==> config.mk <==
export PLATFORM = sky130hd
export DESIGN_NAME = rx_irq_ctrl
export DESIGN_NICKNAME = d
export VERILOG_FILES = /design/src/rtl/rxi_pkg.sv /design/src/rtl/rxi_cond_detect.sv /design/src/rtl/rxi_char_policy.sv /design/src/rtl/rxi_pend.sv /design/src/rtl/rx_irq_ctrl.sv
export SDC_FILE = /design/constraint.sdc
export NUM_CORES = 1
export LEC_CHECK = 0
export ABC_AREA = 1
export BUFFER_PORTS_ARGS = -buffer_cell sky130_fd_sc_hd__clkbuf_2
export CAP_MARGIN = 20
export CORE_AREA = 8 8 45 47
export DETAILED_ROUTE_END_ITERATION = 10
export DIE_AREA = 0 0 53 55
export HOLD_SLACK_MARGIN = 0.12
export PLACE_DENSITY = 0.42
export SYNTH_ARGS = -nofsm -noshare
export SYNTH_HDL_FRONTEND = slang
export SYNTH_SLANG_ARGS = --single-unit
==> constraint.sdc <==
create_clock -name clk -period 0.9 [get_ports clk]
set_input_delay 0.045 -clock clk [delete_from_list [all_inputs] [get_ports clk]]
set_output_delay 0.045 -clock clk [all_outputs]
set_load 0.01 [all_outputs]
==> src/rtl/rxi_pkg.sv <==
package rxi_pkg;
   typedef enum logic [1:0] {
      RM_OFF   = 2'b00,
      RM_FIRST = 2'b01,
      RM_ALL   = 2'b10,
      RM_SPEC  = 2'b11
   } rx_mode_e;

   typedef enum logic [1:0] {
      VS_NONE = 2'b00,
      VS_CHAR = 2'b01,
      VS_SPEC = 2'b10
   } vec_stat_e;

   typedef struct packed {
      logic ovr;
      logic frm;
      logic eof;
      logic par;
   } rx_err_t;
endpackage

==> src/rtl/rxi_cond_detect.sv <==
module rxi_cond_detect
   import rxi_pkg::*;
#(
   parameter bit HAS_PARITY = 1'b1
) (
   input  logic    strobe_ok,
   input  logic    policy_on,
   input  rx_err_t errs,
   input  logic    parity_en,
   output logic    spec_hit
);
   logic par_term;

   generate
      if (HAS_PARITY) begin : g_par
         assign par_term = errs.par & parity_en;
      end else begin : g_nopar
         logic unused_par;
         assign unused_par = errs.par ^ parity_en;
         assign par_term   = 1'b0;
      end
   endgenerate

   assign spec_hit = strobe_ok & policy_on & (errs.ovr | errs.frm | errs.eof | par_term);
endmodule

==> src/rtl/rxi_char_policy.sv <==
module rxi_char_policy
   import rxi_pkg::*;
#(
   parameter int LVL_W  = 4,
   parameter int THRESH = 4
) (
   input  logic             clk,
   input  logic             rst_n,
   input  logic             rx_enable,
   input  rx_mode_e         mode,
   input  logic             thresh_en,
   input  logic             strobe_ok,
   input  logic [LVL_W-1:0] fifo_level,
   input  logic             cmd_reset_first,
   output logic             char_hit
);
   localparam logic [LVL_W-1:0] THR_L = LVL_W'(THRESH);

   logic first_seen;
   logic level_ok;

   assign level_ok = ~thresh_en | (fifo_level >= THR_L);

   always_comb begin
      unique case (mode)
         RM_FIRST: char_hit = strobe_ok & ~first_seen;
         RM_ALL:   char_hit = strobe_ok & level_ok;
         default:  char_hit = 1'b0;
      endcase
   end

   always_ff @(posedge clk) begin
      if (!rst_n) begin
         first_seen <= 1'b0;
      end else if (!rx_enable) begin
         first_seen <= 1'b0;
      end else if (mode == RM_FIRST && strobe_ok) begin
         first_seen <= 1'b1;
      end else if (cmd_reset_first) begin
         first_seen <= 1'b0;
      end
   end
endmodule

==> src/rtl/rxi_pend.sv <==
module rxi_pend
   import rxi_pkg::*;
(
   input  logic      clk,
   input  logic      rst_n,
   input  logic      char_hit,
   input  logic      spec_hit,
   input  logic      int_ack,
   input  logic      cmd_reset_err,
   output logic      irq,
   output vec_stat_e status
);
   logic ca_pend;
   logic sc_pend;

   always_ff @(posedge clk) begin
      if (!rst_n) begin
         ca_pend <= 1'b0;
         sc_pend <= 1'b0;
      end else begin
         if (char_hit)
            ca_pend <= 1'b1;
         else if (int_ack && !sc_pend)
            ca_pend <= 1'b0;

         if (spec_hit)
            sc_pend <= 1'b1;
         else if (cmd_reset_err)
            sc_pend <= 1'b0;
      end
   end

   always_comb begin
      if (sc_pend)      status = VS_SPEC;
      else if (ca_pend) status = VS_CHAR;
      else              status = VS_NONE;
   end

   assign irq = ca_pend | sc_pend;
endmodule

==> src/rtl/rx_irq_ctrl.sv <==
module rx_irq_ctrl
   import rxi_pkg::*;
#(
   parameter int  FIFO_DEPTH = 8,
   parameter int  THRESH     = 4,
   parameter bit  HAS_PARITY = 1'b1,
   localparam int LVL_W      = $clog2(FIFO_DEPTH + 1)
) (
   input  logic             clk,
   input  logic             rst_n,
   input  logic             rx_enable,
   input  logic [1:0]       rx_mode,
   input  logic             thresh_en,
   input  logic             parity_en,
   input  logic             char_strobe,
   input  logic [LVL_W-1:0] fifo_level,
   input  logic             err_overrun,
   input  logic             err_framing,
   input  logic             err_eof,
   input  logic             err_parity,
   input  logic             cmd_reset_first,
   input  logic             cmd_reset_err,
   input  logic             int_ack,
   output logic             irq,
   output logic [1:0]       vec_status
);
   generate
      if (FIFO_DEPTH < 1) begin : g_bad_depth
         $error("FIFO_DEPTH must be at least 1");
      end
      if (THRESH < 1 || THRESH > FIFO_DEPTH) begin : g_bad_thresh
         $error("THRESH must lie in 1..FIFO_DEPTH");
      end
   endgenerate

   rx_mode_e  mode;
   rx_err_t   errs;
   logic      strobe_ok;
   logic      policy_on;
   logic      char_hit;
   logic      spec_hit;
   vec_stat_e status;

   assign mode      = rx_mode_e'(rx_mode);
   assign errs      = '{ovr: err_overrun, frm: err_framing, eof: err_eof, par: err_parity};
   assign strobe_ok = char_strobe & rx_enable;
   assign policy_on = (mode != RM_OFF);

   rxi_cond_detect #(.HAS_PARITY(HAS_PARITY)) u_cond (
      .strobe_ok (strobe_ok),
      .policy_on (policy_on),
      .errs      (errs),
      .parity_en (parity_en),
      .spec_hit  (spec_hit)
   );

   rxi_char_policy #(.LVL_W(LVL_W), .THRESH(THRESH)) u_char (
      .clk             (clk),
      .rst_n           (rst_n),
      .rx_enable       (rx_enable),
      .mode            (mode),
      .thresh_en       (thresh_en),
      .strobe_ok       (strobe_ok),
      .fifo_level      (fifo_level),
      .cmd_reset_first (cmd_reset_first),
      .char_hit        (char_hit)
   );

   rxi_pend u_pend (
      .clk           (clk),
      .rst_n         (rst_n),
      .char_hit      (char_hit),
      .spec_hit      (spec_hit),
      .int_ack       (int_ack),
      .cmd_reset_err (cmd_reset_err),
      .irq           (irq),
      .status        (status)
   );

   assign vec_status = status;
endmodule

; ---- After elaboration in Yosys (flattened, before gate mapping)
; Cells that the tools add are included.
[classes]
n_mux = 9
eq_ne = 2
n_lt_le_gt_ge = 1
n_bitwise = 13
n_reduce_logical = 8
[ops]
columns = cell, count
row1 = nonzero test 2 bit, 4
row2 = 2-to-1 mux 1 bit, 7
row3 = AND 1 bit, 6
row4 = OR 1 bit, 5
row5 = >= comparator 4 x 3 -> 1 bit (second input constant), 1
row6 = == test 2 x 1 -> 1 bit (second input constant), 1
row7 = == test 2 bit (second input constant), 1
row8 = logical AND 1 bit, 2
row9 = 2-to-1 mux 2 bit, 1
row10 = NOT 1 bit, 2
row11 = one-hot mux 1 bit (2 select lines), 1
row12 = AND reduction 2 bit, 1
row13 = logical NOT 1 bit, 1
[word_totals]
word_cells = 36
output_inout_bits = 3
ff_bits = 3

; ---- Longest topological paths before layout
[depth]
depth_word = 5
mapped_depth = 6
ltp_nobuf = 6

; ---- Hierarchy
; Synthesis repeated with hierarchy kept, for this count alone.
[unflattened]
cells_unflattened = 49
hier_area_um2 = 264.0
[by_module_without_submodules]
columns = module, instances, area_per_inst_um2, cells_each, seq_area_each_um2
row1 = rxi_char_policy, 1, 116.4, 21, 20.0
row2 = rxi_pend, 1, 97.6, 15, 40.0
row3 = rxi_cond_detect, 1, 31.3, 8, 0.0
row4 = rx_irq_ctrl, 1, 18.8, 5, 0.0

; ---- Worst setup path after synthesis
; No wires, ideal clock.
[synth_path]
path_type = input to register
startpoint = input rx_mode[0]
endpoint = register u_pend.ca_pend
setup_slack_ns = 0.223
path_stages = 6
n_path_buf = 0
arrival_ns = 0.608
required_time_ns = 0.830
path_cell_list = inv_1 ha_1 nand3_1 nor2_1 nand2_1 a21oi_1
[synth_via]
elab_chain_len = 3
word_cells_on_any_way = 5
[synth_rtl]
columns = item, line
row1 = "start, declared", rx_irq_ctrl.sv:12  ; input logic [1:0] rx_mode,
row2 = == test 2 bit or == test 2 x 1 -> 1 bit (tied branches), rxi_char_policy.sv:25  ; unique case (mode)
row3 = one-hot mux 1 bit (2 select lines) *, rxi_char_policy.sv:25
row4 = 2-to-1 mux 1 bit or nonzero test 2 bit (tied branches), -
row5 = "end signal, assigned", rxi_pend.sv:18  ; ca_pend <= 1'b0;
row6 = "end signal, assigned", rxi_pend.sv:22  ; ca_pend <= 1'b1;
row7 = "end signal, assigned", rxi_pend.sv:24  ; ca_pend <= 1'b0;
row8 = "end, declared", rxi_pend.sv:13  ; logic ca_pend;
; Every way passes the cells marked *; elsewhere a longest branch is shown, timed or not.
; A chain may end at the register's enable or synchronous reset.

; ---- Worst setup path in the final report
[layout_path]
startpoint = register u_pend.ca_pend
endpoint = output irq
[layout_via]
elab_chain_len = 1
[layout_rtl]
columns = item, line
row1 = OR 1 bit, rxi_pend.sv:39  ; assign irq = ca_pend | sc_pend;
row2 = "end, declared", rx_irq_ctrl.sv:24  ; output logic irq,
; No other way between the ends.

==> summary.txt <==
Drt
  – Routed Antenna Nets: 0
  – WL/cell: 8.75 µm
  – Final WL: 691 µm
  – Residual DRC: 0
  – Drt via density: 3.66
  – Starting DRT DRC Count: 5
  – Vias: 289
  – DR pass1 iterations: 4

Die
  – Die width: 53 µm
  – Die ar.: 2920 µm²
  – Initial Utilization: 16.6%
  – Core Box Area: 1380 µm²
  – Rows: 14
  – Die height: about 55 µm
  – I/O pins: 22

Synthesis
  – Area contributors post-synth: dfxtp_1 (26%), ha_1 (16%), inv_1 (13%)
  – Synth Warn #: 0
  – Sequential share of the synthesized area: 26.1%
  – Netlist cell types: 10
  – Syn avg cell area: 6.22 µm²
  – Mux cell area share after synthesis: 0%
  – Synthesized area: 230 µm²
  – Area share of and/or/nand/nor cells after synthesis: ~33%
  – Adder-Cell Fraction of Synth Area: between 10% and 20%
  – Syn Nets: 59
  – Post-Syn Instances: 37
  – Synth top area share: 26.1%
  – Register bit count reported by yosys: 3
  – Main combinational cell family by area after synthesis: simple AND/OR/NAND/NOR gates
  – Compound-Gate Fraction of Synth Area: under 10%
  – Cell taking the most area after synthesis: dfxtp_1
  – Synth Area in XOR/XNOR: 0%

STA
  – Fin crit share: 105%
  – Tmin final: around 0.94 ns
  – Setup ws final: -0.0432 ns
  – Max Fclk: 1060 MHz
  – Final hold viol count: 0
  – Final setup viols: 1
  – WHS: ~0.15 ns
  – RSZ-0062 raised after global routing: yes
  – Worst Tran Pin Value: 0.148 ns
  – Max-slew violations: 0
  – Worst Skew: 0.00371 ns
  – Slew headroom: 90.1%

Clock tree
  – Clock Path Buffers: 2
  – CTS Root Cell: clkbuf_4
  – Clock Latency Late Sink: 0.23 ns
  – Sink Count: 3
  – CTS tree: built
  – CTS H-Tree Depth: 1
  – Reg clk slew, reported paths: 0.04 ns
  – CTS Buf Count: 3

Final layout
  – Share of layout cells above drive strength 1: 38.1%
  – Commonest non-fill, non-tap cell in the layout: clkbuf_2
  – Non-filler cells in the finished layout: 79
  – Final nets: 86
  – N_diodes: 0
  – Final Cell Area: 423 µm²
  – Post-layout util: 30.6%
  – Most frequent cells in the layout: clkbuf_2 (16), inv_1 (8), nor2_1 (7)
  – FILL cells: 153
  – Layout area overhead: 83.7%

Power
  – Cell Pwr Density: 1160 nW/µm²
  – Leakage: 0.244 nW
  – VDD IR max: ~330 µV

GRT
  – Total GRT Usage: under 10%
  – Largest net degree at the start of global routing: 6
  – GRT Residual Overflow: 0
  – First-pass GRT wire length: about 1100 µm
  – Vias in the first global route: 305
  – Initial antenna violation count: 0

Setup path
  – CP Max Fanout: 3
  – Worst Reg2Reg Path Length in Cells: 5
  – Critical path class: reg -> out
  – Worst path max stage delay: 0.31 ns
  – CP arrival: around 0.9 ns
  – RR Startpoint: u_char.first_seen
  – Worst R2R Setup Slack: 0.17 ns
  – Reg-to-Reg End: u_pend.ca_pend
  – Crit path capture type: output port
  – Worst path cell trace: or2_4, buf_6
  – WP data required: 0.85 ns
  – Crit-path slowest cell: dfxtp_2
  – CP Launch Type: register

Placed design
  – GP Congestion: 0.679
  – HPWL Detailed: 583 µm
  – Placed instance count: 71
  – Placed Area: between 300 and 400 µm²
  – Port Buffer Count: 19
  – Setup WS pre-CTS: 0.0477 ns

Min path
  – Worst Hold End: u_pend.sc_pend
  – Hold Startpoint: err_overrun
  – WHS Path Cells: 5
  – Type of the worst min-delay path: in -> reg

Run
  – Max-cap viol count: 0

Status
  – Status: finished, violations left
  – Failing checks: setup timing
Yosys cell counts:
master,count
buf_4,1
nand3_1,4
dfxtp_1,3
o21ai_0,2
nor2_1,7
nand2_1,6
ha_1,3
inv_1,8
a21oi_1,2
or2_2,1
where the power goes:
part / leakage, nW / total (mW) / switching [mW] / internal (mW)
clock network: 0.0150 / 0.236 / 0.0698 / 0.166
logic: 0.204 / 0.109 / 0.0429 / 0.0663
registers: 0.0253 / 0.144 / 0.00395 / 0.140
total: 0.244 / 0.489 / 0.117 / 0.372
cell type report:
class	instances	area (µm²)	share of cell area [%]
repair buffers	23	149	35.2
multi-input cells	25	135	32.0
flip-flops and latches	3	62.6	14.8
inverters	8	30.0	7.10
clock buffers	4	26.3	6.21
well taps	16	20.0	4.73
sequential cells by signal, summed over array words and instances, names as in the netlist:
signal             cells
u_pend.ca_pend         1
u_char.first_seen      1
u_pend.sc_pend         1
per-stage QoR:
step                setup TNS [ns]  total power, mW
floorplan                        0            0.183
global placement                 0            0.231
detailed placement               0            0.232
CTS                        -0.0599            0.505
global route               -0.0795            0.538
finish                     -0.0432            0.489
worst max-delay path, delay by kind of cell (launching register included):
family	cells	cell delay, ns
buffers and inverters	1	0.12
flip-flops	1	0.31
AND/OR/NAND/NOR	1	0.24
layer usage:
layer | routed length, µm | up-vias | GRT usage [%]
met5 | 0 | - | 0
met4 | 19 | 0 | 5.17
met3 | 92 | 2 | 3.21
met2 | 289 | 14 | 8.40
met1 | 289 | 110 | 4.99
li1 | - | 163 | -
how the worst max path moves through the flow:
stage / startpoint / endpoint / slack [ns]
global route: u_pend.ca_pend / irq / -0.08
floorplan: rx_mode[0] / u_pend.ca_pend / 0.22
CTS: u_pend.ca_pend / irq / -0.06
global placement: rx_mode[0] / u_pend.ca_pend / 0.06
finish: u_pend.ca_pend / irq / -0.04
detailed placement: rx_mode[0] / u_pend.ca_pend / 0.05
cell families after synthesis:
logic type | Yosys count
compound gates | 4
fa+ha+maj | 3
flops | 3
buf+inv | 9
simple gates | 18
timing repair:
| action | CTS | global route |
|---|---|---|
| setup endpoints to repair | 1 | 4 |
| resized for setup | 3 | 4 |
| hold endpoints to repair | 3 | 0 |
| pin swaps | 0 | 1 |
| hold buffers | 5 | 0 |
| buffers inserted | 0 | 0 |
Note: power is estimated with default switching activity, not from simulation.
